**src/rtl/tsq_pkg.sv**
```systemverilog
package tsq_pkg;
  parameter int NSEC_W  = 30;
  parameter int SUBNS_W = 8;
  parameter int PORT_W  = 7;
  parameter int ID_W    = 9;

  // One queue entry; validity is tracked by the occupancy count.
  typedef struct packed {
    logic              isTx;
    logic [PORT_W-1:0] port;
    logic [NSEC_W-1:0] nsec;
    logic [SUBNS_W-1:0] subns;
  } stampT;

  // Strobes from control to datapath.
  typedef struct packed {
    logic wrFirst;  // write entry at the write pointer
    logic wrPair;   // also write the identifier entry behind it
    logic rdPop;    // advance the read pointer
  } strobeT;
endpackage

```
**src/rtl/tsq_ctrl.sv**
```systemverilog
module tsq_ctrl
  import tsq_pkg::*;
#(
  parameter int DEPTH = 32
) (
  input  logic   clk,
  input  logic   rstN,
  input  logic   evtValid,
  input  logic   evtIsTx,
  input  logic   popNext,
  input  logic   ovfClear,
  output strobeT strb,
  output logic   notEmpty,
  output logic   ovf
);
  localparam int CNT_W = $clog2(DEPTH + 1);

  logic [CNT_W-1:0] count;
  logic [CNT_W-1:0] freeSlots;
  logic             fits;
  logic             drop;

  always_comb begin
    freeSlots    = CNT_W'(DEPTH) - count;
    // Room is judged before any same-cycle pop.
    fits         = evtIsTx ? (freeSlots >= CNT_W'(2)) : (freeSlots != '0);
    drop         = evtValid && !fits;
    strb.wrFirst = evtValid && fits;
    strb.wrPair  = evtValid && evtIsTx && fits;
    strb.rdPop   = popNext && (count != '0);
    notEmpty     = (count != '0);
  end

  always_ff @(posedge clk) begin
    if (!rstN) begin
      count <= '0;
      ovf   <= 1'b0;
    end else begin
      count <= count + CNT_W'(strb.wrFirst) + CNT_W'(strb.wrPair)
                     - CNT_W'(strb.rdPop);
      if (drop)          ovf <= 1'b1;
      else if (ovfClear) ovf <= 1'b0;
    end
  end
endmodule

```
**src/rtl/tsq_data.sv**
```systemverilog
module tsq_data
  import tsq_pkg::*;
#(
  parameter int DEPTH = 32
) (
  input  logic               clk,
  input  logic               rstN,
  input  strobeT             strb,
  input  logic               evtIsTx,
  input  logic [PORT_W-1:0]  evtPort,
  input  logic [ID_W-1:0]    evtFrameId,
  input  logic [NSEC_W-1:0]  curNsec,
  input  logic [SUBNS_W-1:0] curSubns,
  output stampT              head
);
  // DEPTH must be a power of two so the pointers wrap on their own.
  localparam int PTR_W = $clog2(DEPTH);
  localparam int ID_HI = ID_W - SUBNS_W;

  stampT            store [DEPTH];
  logic [PTR_W-1:0] wrPtr;
  logic [PTR_W-1:0] rdPtr;
  logic [PTR_W-1:0] wrNext;
  stampT            stampEnt;
  stampT            idEnt;

  always_comb begin
    wrNext         = wrPtr + PTR_W'(1);
    stampEnt.isTx  = evtIsTx;
    stampEnt.port  = evtPort;
    stampEnt.nsec  = curNsec;
    stampEnt.subns = curSubns;
    idEnt.isTx     = 1'b0;
    idEnt.port     = evtPort;
    idEnt.nsec     = NSEC_W'(evtFrameId[ID_W-1 -: ID_HI]);
    idEnt.subns    = evtFrameId[SUBNS_W-1:0];
  end

  always_ff @(posedge clk) begin
    if (strb.wrFirst) store[wrPtr]  <= stampEnt;
    if (strb.wrPair)  store[wrNext] <= idEnt;
  end

  always_ff @(posedge clk) begin
    if (!rstN) begin
      wrPtr <= '0;
      rdPtr <= '0;
    end else begin
      wrPtr <= wrPtr + PTR_W'(strb.wrFirst) + PTR_W'(strb.wrPair);
      if (strb.rdPop) rdPtr <= rdPtr + PTR_W'(1);
    end
  end

  assign head = store[rdPtr];
endmodule

```
**src/rtl/tstamp_queue.sv**
```systemverilog
module tstamp_queue
  import tsq_pkg::*;
#(
  parameter int DEPTH = 32
) (
  input  logic               clk,
  input  logic               rstN,
  input  logic [NSEC_W-1:0]  curNsec,
  input  logic [SUBNS_W-1:0] curSubns,
  input  logic               evtValid,
  input  logic               evtIsTx,
  input  logic [PORT_W-1:0]  evtPort,
  input  logic [ID_W-1:0]    evtFrameId,
  input  logic               popNext,
  input  logic               ovfClear,
  output logic               headValid,
  output logic               headOvf,
  output logic               headTx,
  output logic [PORT_W-1:0]  headPort,
  output logic [NSEC_W-1:0]  headNsec,
  output logic [SUBNS_W-1:0] headSubns,
  output logic               irq
);
  strobeT strb;
  stampT  head;
  logic   notEmpty;

  tsq_ctrl #(.DEPTH(DEPTH)) ctrl (
    .clk(clk), .rstN(rstN), .evtValid(evtValid), .evtIsTx(evtIsTx),
    .popNext(popNext), .ovfClear(ovfClear), .strb(strb),
    .notEmpty(notEmpty), .ovf(headOvf)
  );

  tsq_data #(.DEPTH(DEPTH)) data (
    .clk(clk), .rstN(rstN), .strb(strb), .evtIsTx(evtIsTx),
    .evtPort(evtPort), .evtFrameId(evtFrameId), .curNsec(curNsec),
    .curSubns(curSubns), .head(head)
  );

  assign headValid = notEmpty;
  assign irq       = notEmpty;
  assign headTx    = head.isTx;
  assign headPort  = head.port;
  assign headNsec  = head.nsec;
  assign headSubns = head.subns;
endmodule

```
**config.mk**
```make
export PLATFORM = sky130hd
export DESIGN_NAME = tstamp_queue
export DESIGN_NICKNAME = d
export VERILOG_FILES = /design/src/rtl/tsq_pkg.sv /design/src/rtl/tsq_ctrl.sv /design/src/rtl/tsq_data.sv /design/src/rtl/tstamp_queue.sv
export SDC_FILE = /design/constraint.sdc
export NUM_CORES = 2
export LEC_CHECK = 0
export ABC_CLOCK_PERIOD_IN_PS = 3750
export BUFFER_PORTS_ARGS = -buffer_cell sky130_fd_sc_hd__buf_2
export CORE_ASPECT_RATIO = 0.7
export CORE_UTILIZATION = 40
export CTS_BUF_LIST = sky130_fd_sc_hd__clkbuf_8 sky130_fd_sc_hd__clkbuf_16
export DETAILED_ROUTE_END_ITERATION = 10
export GPL_ROUTABILITY_DRIVEN = 0
export PLACE_DENSITY = 0.58
export SYNTH_ARGS = -nofsm -noshare
export SYNTH_HDL_FRONTEND = slang
export SYNTH_SLANG_ARGS = --single-unit
export TNS_END_PERCENT = 10
```
**constraint.sdc**
```tcl
create_clock -name clk -period 3.75 [get_ports clk]
set_clock_uncertainty 0.1 [all_clocks]
set_input_delay 0.375 -clock clk [delete_from_list [all_inputs] [get_ports clk]]
set_output_delay 0.375 -clock clk [all_outputs]
set_load 0.03 [all_outputs]
```
### Yosys cells after proc, flatten, opt, wreduce, memory -nomap -nowiden

Memory sizes are Yosys's and may differ from the RTL's. A register that Yosys moved wholly into a read port is not among the register bits.
Index checks and enable logic that the tools add are counted.

* bits in registers: 17
* latch bits: 0
* RAM bits: 1472
* memory bits (read-only): 0
* input port bits: 60
* word-level logic and storage cells: 32
* memories: 1

Memory list
* data.store: words 32, width 46, rd ports 1, clocked after Yosys merged registers in 1, write ports 2, RTL line tsq_data.sv:20 `stampT store [DEPTH];`

* add/sub/neg operators: 8
* multiply operators: 0
* div/mod/pow operators: 0
* order comparisons: 1
* equality and inequality tests: 0
* shift-type cells: 0
* muxes and demuxes: 9
* bitwise operators: 0
* reduce and logical (&&, ||, !) cells: 9

Operators by type and width (count)
* adder 6 x 1 -> 6 bit: 2
* nonzero test 6 bit: 2
* adder 5 x 1 -> 5 bit: 2
* adder 5 x 1 -> 5 bit, second input constant: 2
* 2-to-1 mux 5 bit: 2
* 2-to-1 mux 1 bit: 7
* greater-or-equal comparator 6 x 2 -> 1 bit, second input constant: 1
* subtractor 6 x 1 -> 6 bit: 1
* subtractor 6 bit, first input constant: 1
* logical AND 1 bit: 5
* nonzero test 2 bit: 1
* logical NOT 1 bit: 1

### Longest topological paths before layout

* depth in word-level cells: 7
* gate-level depth with buffers: 16
* mapped depth without buffers: 15

### Cells and area by module

Synthesis repeated with hierarchy kept, for this count alone.

* cells, all modules: 7353
* area total of the unflattened synthesis: 67129.4 sq um

By module, submodules not included
* tsq_data: times used 1, cells an instance 7281, area an instance 66482.5 sq um
* tsq_ctrl: times used 1, cells an instance 71, area an instance 639.4 sq um
* tstamp_queue: times used 1, cells an instance 1, area an instance 7.5 sq um

### Worst setup path after synthesis

No wires, ideal clock.

* path type: flip-flop to flip-flop
* start point: register ctrl.count[3]
* end point: register ctrl.count[4]
* setup time: 0.076 ns
* data arrival time: 3.745 ns
* required time: 3.574 ns
* path slack: -0.170 ns
* cell stages (with the launch flop): 17
* path buffers: 1
* cell sequence: dfxtp_1 inv_1 ha_1 xnor2_1 o21ai_2 nand4_1 clkbuf_1 and3_1 inv_1 ha_1 inv_1 fa_1 fa_1 a21oi_1 nor2_1 or3_1 a21boi_0

* cells in the longest elaborated chain, start to end: 7

Ends and longest elaborated chain
* start: declaration: RTL line tsq_ctrl.sv:18 `logic [CNT_W-1:0] count;`
* start signal: assignment: RTL line tsq_ctrl.sv:39 `count <= count + CNT_W'(strb.wrFirst) + CNT_W'(strb.wrPair)`
* subtractor 6 bit: RTL line tsq_ctrl.sv:24 `freeSlots = CNT_W'(DEPTH) - count;`
* greater-or-equal comparator 6 x 2 -> 1 bit or nonzero test 6 bit (tied branches): RTL line tsq_ctrl.sv:26 `fits = evtIsTx ? (freeSlots >= CNT_W'(2)) : (freeSlots != '0);`
* 2-to-1 mux 1 bit: RTL line tsq_ctrl.sv:26
* logical AND 1 bit: RTL line tsq_ctrl.sv:28 `strb.wrFirst = evtValid && fits;`
* adder 6 x 1 -> 6 bit (2 in series): RTL line tsq_ctrl.sv:39
* subtractor 6 x 1 -> 6 bit (*): RTL line tsq_ctrl.sv:40 `- CNT_W'(strb.rdPop);`

Mark *: on every way between the ends. The rest lies on a longest branch, timed or not.
A chain may end at the register's enable or synchronous reset.

==> results by group <==
Critical path
  – Critical Path Max Stage Delay: 570 ps
  – Critical Path, Cell by Cell: buf_12 > buf_12 > buf_16 > buf_16 > mux4_2 > mux4_2 > mux2_4 > buf_2
  – CP startpoint kind: flop
  – Worst r2r src: ctrl.count[1]$_SDFF_PN0_
  – R2R setup slack: 140 ps
  – Kind of end point of the critical path: primary output
  – Setup CP Type: flop to primary output
  – Critical Path RT: 3270 ps
  – Crit path DAT: 3450 ps
  – Worst reg2reg path depth: 11
  – CP max stage cell: mux4_2
  – CP max FO: 7
  – RR Endpoint: data.store[4][9]$_SDFFE_PP0P_

Logic synthesis
  – Synthesized area per cell: 11.73 sq um
  – Synth cell types: 65
  – Yosys top cell area share: 29.32%
  – Yosys warnings: 0
  – Top post-synthesis cells by area: dfxtp_1 (29%), edfxtp_1 (23%), mux4_2 (15%)
  – EDFF count, synth: 512
  – Post-Syn Instances: 5,714
  – Seq/Total Area, Yosys: 52.26%
  – Synth Register Bits: 1,494
  – Net Count, Synth: 5,790
  – Synth area leader: dfxtp_1
  – Cell area after synthesis: 67,040 sq um
  – Post-synth ARST share: 0%
  – Commonest register cell after synthesis: dfxtp_1

Clocking
  – Clk_lat worst skew: 810 ps
  – Worst-case clock buffer depth: 3
  – CTS tree: done
  – H-tree depth: 4
  – Clock sinks: 1,494
  – Clock Pin Slew Worst Setup and Hold Paths: 70 ps
  – Total CTS buffers: 154
  – Root Buffer: clkbuf_16

Floorplan
  – Die Span Y: 344.5 microns
  – Die Area: 169,300 sq um
  – Die span in x: 491.3 microns
  – Starting Density: 40.36%
  – Row Count: 125
  – IO Pins: 109
  – Core area: 166,100 sq um

Hold path
  – HP Class: primary input to flop
  – Hold Crit Endpoint: data.store[31][40]$_DFFE_PP_
  – Hold path depth: 2
  – Worst hold path startpoint: evtPort[2]

Timing
  – Fin. max-slew vios: 0
  – Final count of negative-setup-slack endpoints: 45
  – Hold Vio Cnt, Final: 0
  – Tmin final: 3925 ps
  – Relative slew slack: 16.21%
  – Tightest Pin Transition: 1257 ps
  – Period utilization: 104.7%
  – Unrepaired setup endpoints after global routing: true
  – Post-route worst setup slack: -174.9 ps
  – Fmax achieved: 254.8 MHz

Global routing
  – Number of global-route vias before repair: 50,101
  – Total grt overflow: 0
  – Met3 Track Usage GR: 9.029%
  – Routing usage on met1: 42.21%
  – First-pass GRT wire length: 369,400 microns
  – M2 GR Usage: 42.91%
  – Initial antenna violation count: 18
  – GRT Resource Usage Total: 29.90%
  – Most used routing layer: met2
  – Largest net degree at the start of global routing: 161

Detailed routing
  – Via count: 53,303
  – Detail Route Antenna Nets: 0
  – Post-Route WL: 260,200 microns
  – Via density: 6.698
  – First-pass iteration count of the detailed router: 9
  – DRC viols: 4
  – Initial DRC Count: 7,709
  – Routed length per instance: 32.70 microns

Power
  – Part of the power in the clock network: 31.1%
  – Comb power frac: 31.3%
  – NetSw: 17.35 mW
  – Internal power: 33.15 mW
  – PwrDens: 654.7 nW/um^2
  – Max IR drop VDD: 641.7 uV
  – Switching portion of total power: 34.36%
  – Reg power frac: 37.6%
  – Pleak: 26.47 nW

Place
  – Final HPWL from detailed placement: 149,600 microns
  – Pre-CTS setup slack: 102.2 ps
  – Placed cell count: 7,591
  – Count of input and output buffers: 108

Layout
  – Area Overhead vs Synth: 15.05%
  – Layout cells sized above 1: 22.20%
  – Final net count: 5,671
  – Layout fillers: 14,777
  – Finished Layout Cells: 7,958

Flow run
  – Maxcap violations: 0

Run status
  – Failing checks: design-rule violations, negative setup slack
  – Status: finished with violations
## layout by cell type (no fill, tap or decap), types with 15 or more instances in the layout
cell type and instances:
dfxtp_1 976, nand3_1 312, nor3_2 18, o21a_1 51, buf_12 49, o21ai_0 382, a22oi_1 19, or3_1 204
diode_2 15, a22o_1 264, dlygate4sd3_1 32, nor2_1 206, a32o_1 116, buf_4 222, mux2i_1 31, mux2_2 20
clkinv_2 33, and2_1 59, nand2_1 166, o2bb2ai_1 148, nand2_2 15, o21ai_1 18, nand2b_1 15, mux4_2 460
buf_2 86, mux2_4 26, buf_6 21, clkbuf_16 167, clkbuf_8 28, edfxtp_1 512, buf_16 22, and3_1 77
nor2b_1 54, nand4_1 119, inv_1 64, a21oi_1 541, o22ai_1 27
## kinds of logic after synthesis
logic type	Yosys count	share of synthesized area [%]
adders and majority gates	16	0.3322
DFF	1494	52.26
muxes	537	16.69
and+or+nand+nor	1288	10.04
buffers and inverters	747	4.470
AOI/OAI and AO/OA	1618	15.96
xor gates and xnor gates	14	0.2613
## through the flow
stage                     hold slack [ps]  cell area, sq um  util [%]  power [mW]  setup TNS (ps)
after floorplan                     320.9             67060         -       27.78               0
after global placement              329.4             70640     42.53       33.18               0
after detailed placement            340.9             70640     42.53       33.35               0
after CTS                          0.6099             76760     46.22       49.74           -7034
after global routing                33.59             77120     46.43       51.76           -7495
final                               58.40             77130     46.44       50.50           -5763
## power groups by stage
stage | sequential, mW | combinational, mW | clock (mW)
floorplan | 18.9 | 8.86 | 0
global placement | 19.3 | 13.9 | 0
detailed placement | 19.3 | 14.0 | 0
CTS | 18.9 | 15.0 | 15.8
global route | 19.1 | 16.2 | 16.4
finish | 19.0 | 15.8 | 15.7
## worst max-delay path: cells and delay by family (launching register included)
family / cells / cell delay (ps)
buffers and inverters: 5 / 760
flip-flops: 1 / 420
multiplexers: 3 / 1420
## layout make-up
type | instances | area, sq um | area share (%)
Sequential cell | 1494 | 35050 | 45.45
Antenna cell | 15 | 37.54 | 0.04867
Clock inverter | 94 | 688.2 | 0.8922
Tap cell | 2222 | 2780 | 3.605
Multi-Input combinational cell | 3473 | 29610 | 38.39
Inverter | 32 | 120.1 | 0.1557
Timing Repair Buffer | 440 | 4448 | 5.767
Clock buffer | 188 | 4389 | 5.691
## sequential cells by signal, summed over array words and instances, names as in the netlist, named ones only
register / count
ctrl.ovf: 1
data.store: 1472
data.rdPtr: 5
data.wrPtr: 5
ctrl.count: 6
## synth_stat cells, drive strengths merged, types with 2 or more instances
cell / instances
inv: 32
a41oi: 6
a21o: 7
o31ai: 4
o32a: 2
o41ai: 9
nand2b: 16
o21ai: 405
and3: 78
a32oi: 5
or3: 204
dfxtp: 982
nor3: 24
a22o: 264
a21oi: 543
edfxtp: 512
mux2: 46
mux4: 460
o22ai: 27
xnor2: 12
nor4bb: 2
nand4: 119
ha: 13
nor2: 220
a21boi: 3
or2: 5
o2bb2ai: 148
xor2: 2
buf: 147
nand2: 183
mux2i: 31
o21a: 52
clkbuf: 568
nand3: 312
a22oi: 19
a2bb2oi: 2
nor2b: 57
fa: 3
and2: 63
a32o: 116
## repair_timing
action / 4_1_cts / 5_1_grt
endpoints found under the setup margin: 46 / 47
buffers inserted: 15 / 9
gates cloned: 8 / 7
endpoints found under the hold margin: 280 / 0
pin swaps: 0 / 1
hold buffers: 32 / 0
gates resized for setup: 84 / 24
## layer usage
layer  vias up  wire (microns)
met1     27098          104600
met2      3826          110500
met3       633           35470
met5         -             159
met4         2            9572
li1      21744               -
## worst max path at each step
stage                                  start                        to  slack, ps  depth (start not counted)
floorplan           ctrl.count[1]$_SDFF_PN0_  ctrl.count[4]$_SDFF_PN0_         50                         16
global placement    ctrl.count[1]$_SDFF_PN0_  ctrl.count[4]$_SDFF_PN0_        120                         16
detailed placement  ctrl.count[1]$_SDFF_PN0_  ctrl.count[4]$_SDFF_PN0_        100                         16
CTS                                     flop               headNsec[7]       -220                          7
global route                            flop               headNsec[1]       -220                          8
finish                                  flop              headNsec[20]       -170                          8
Power figures use the tool's default switching activity.
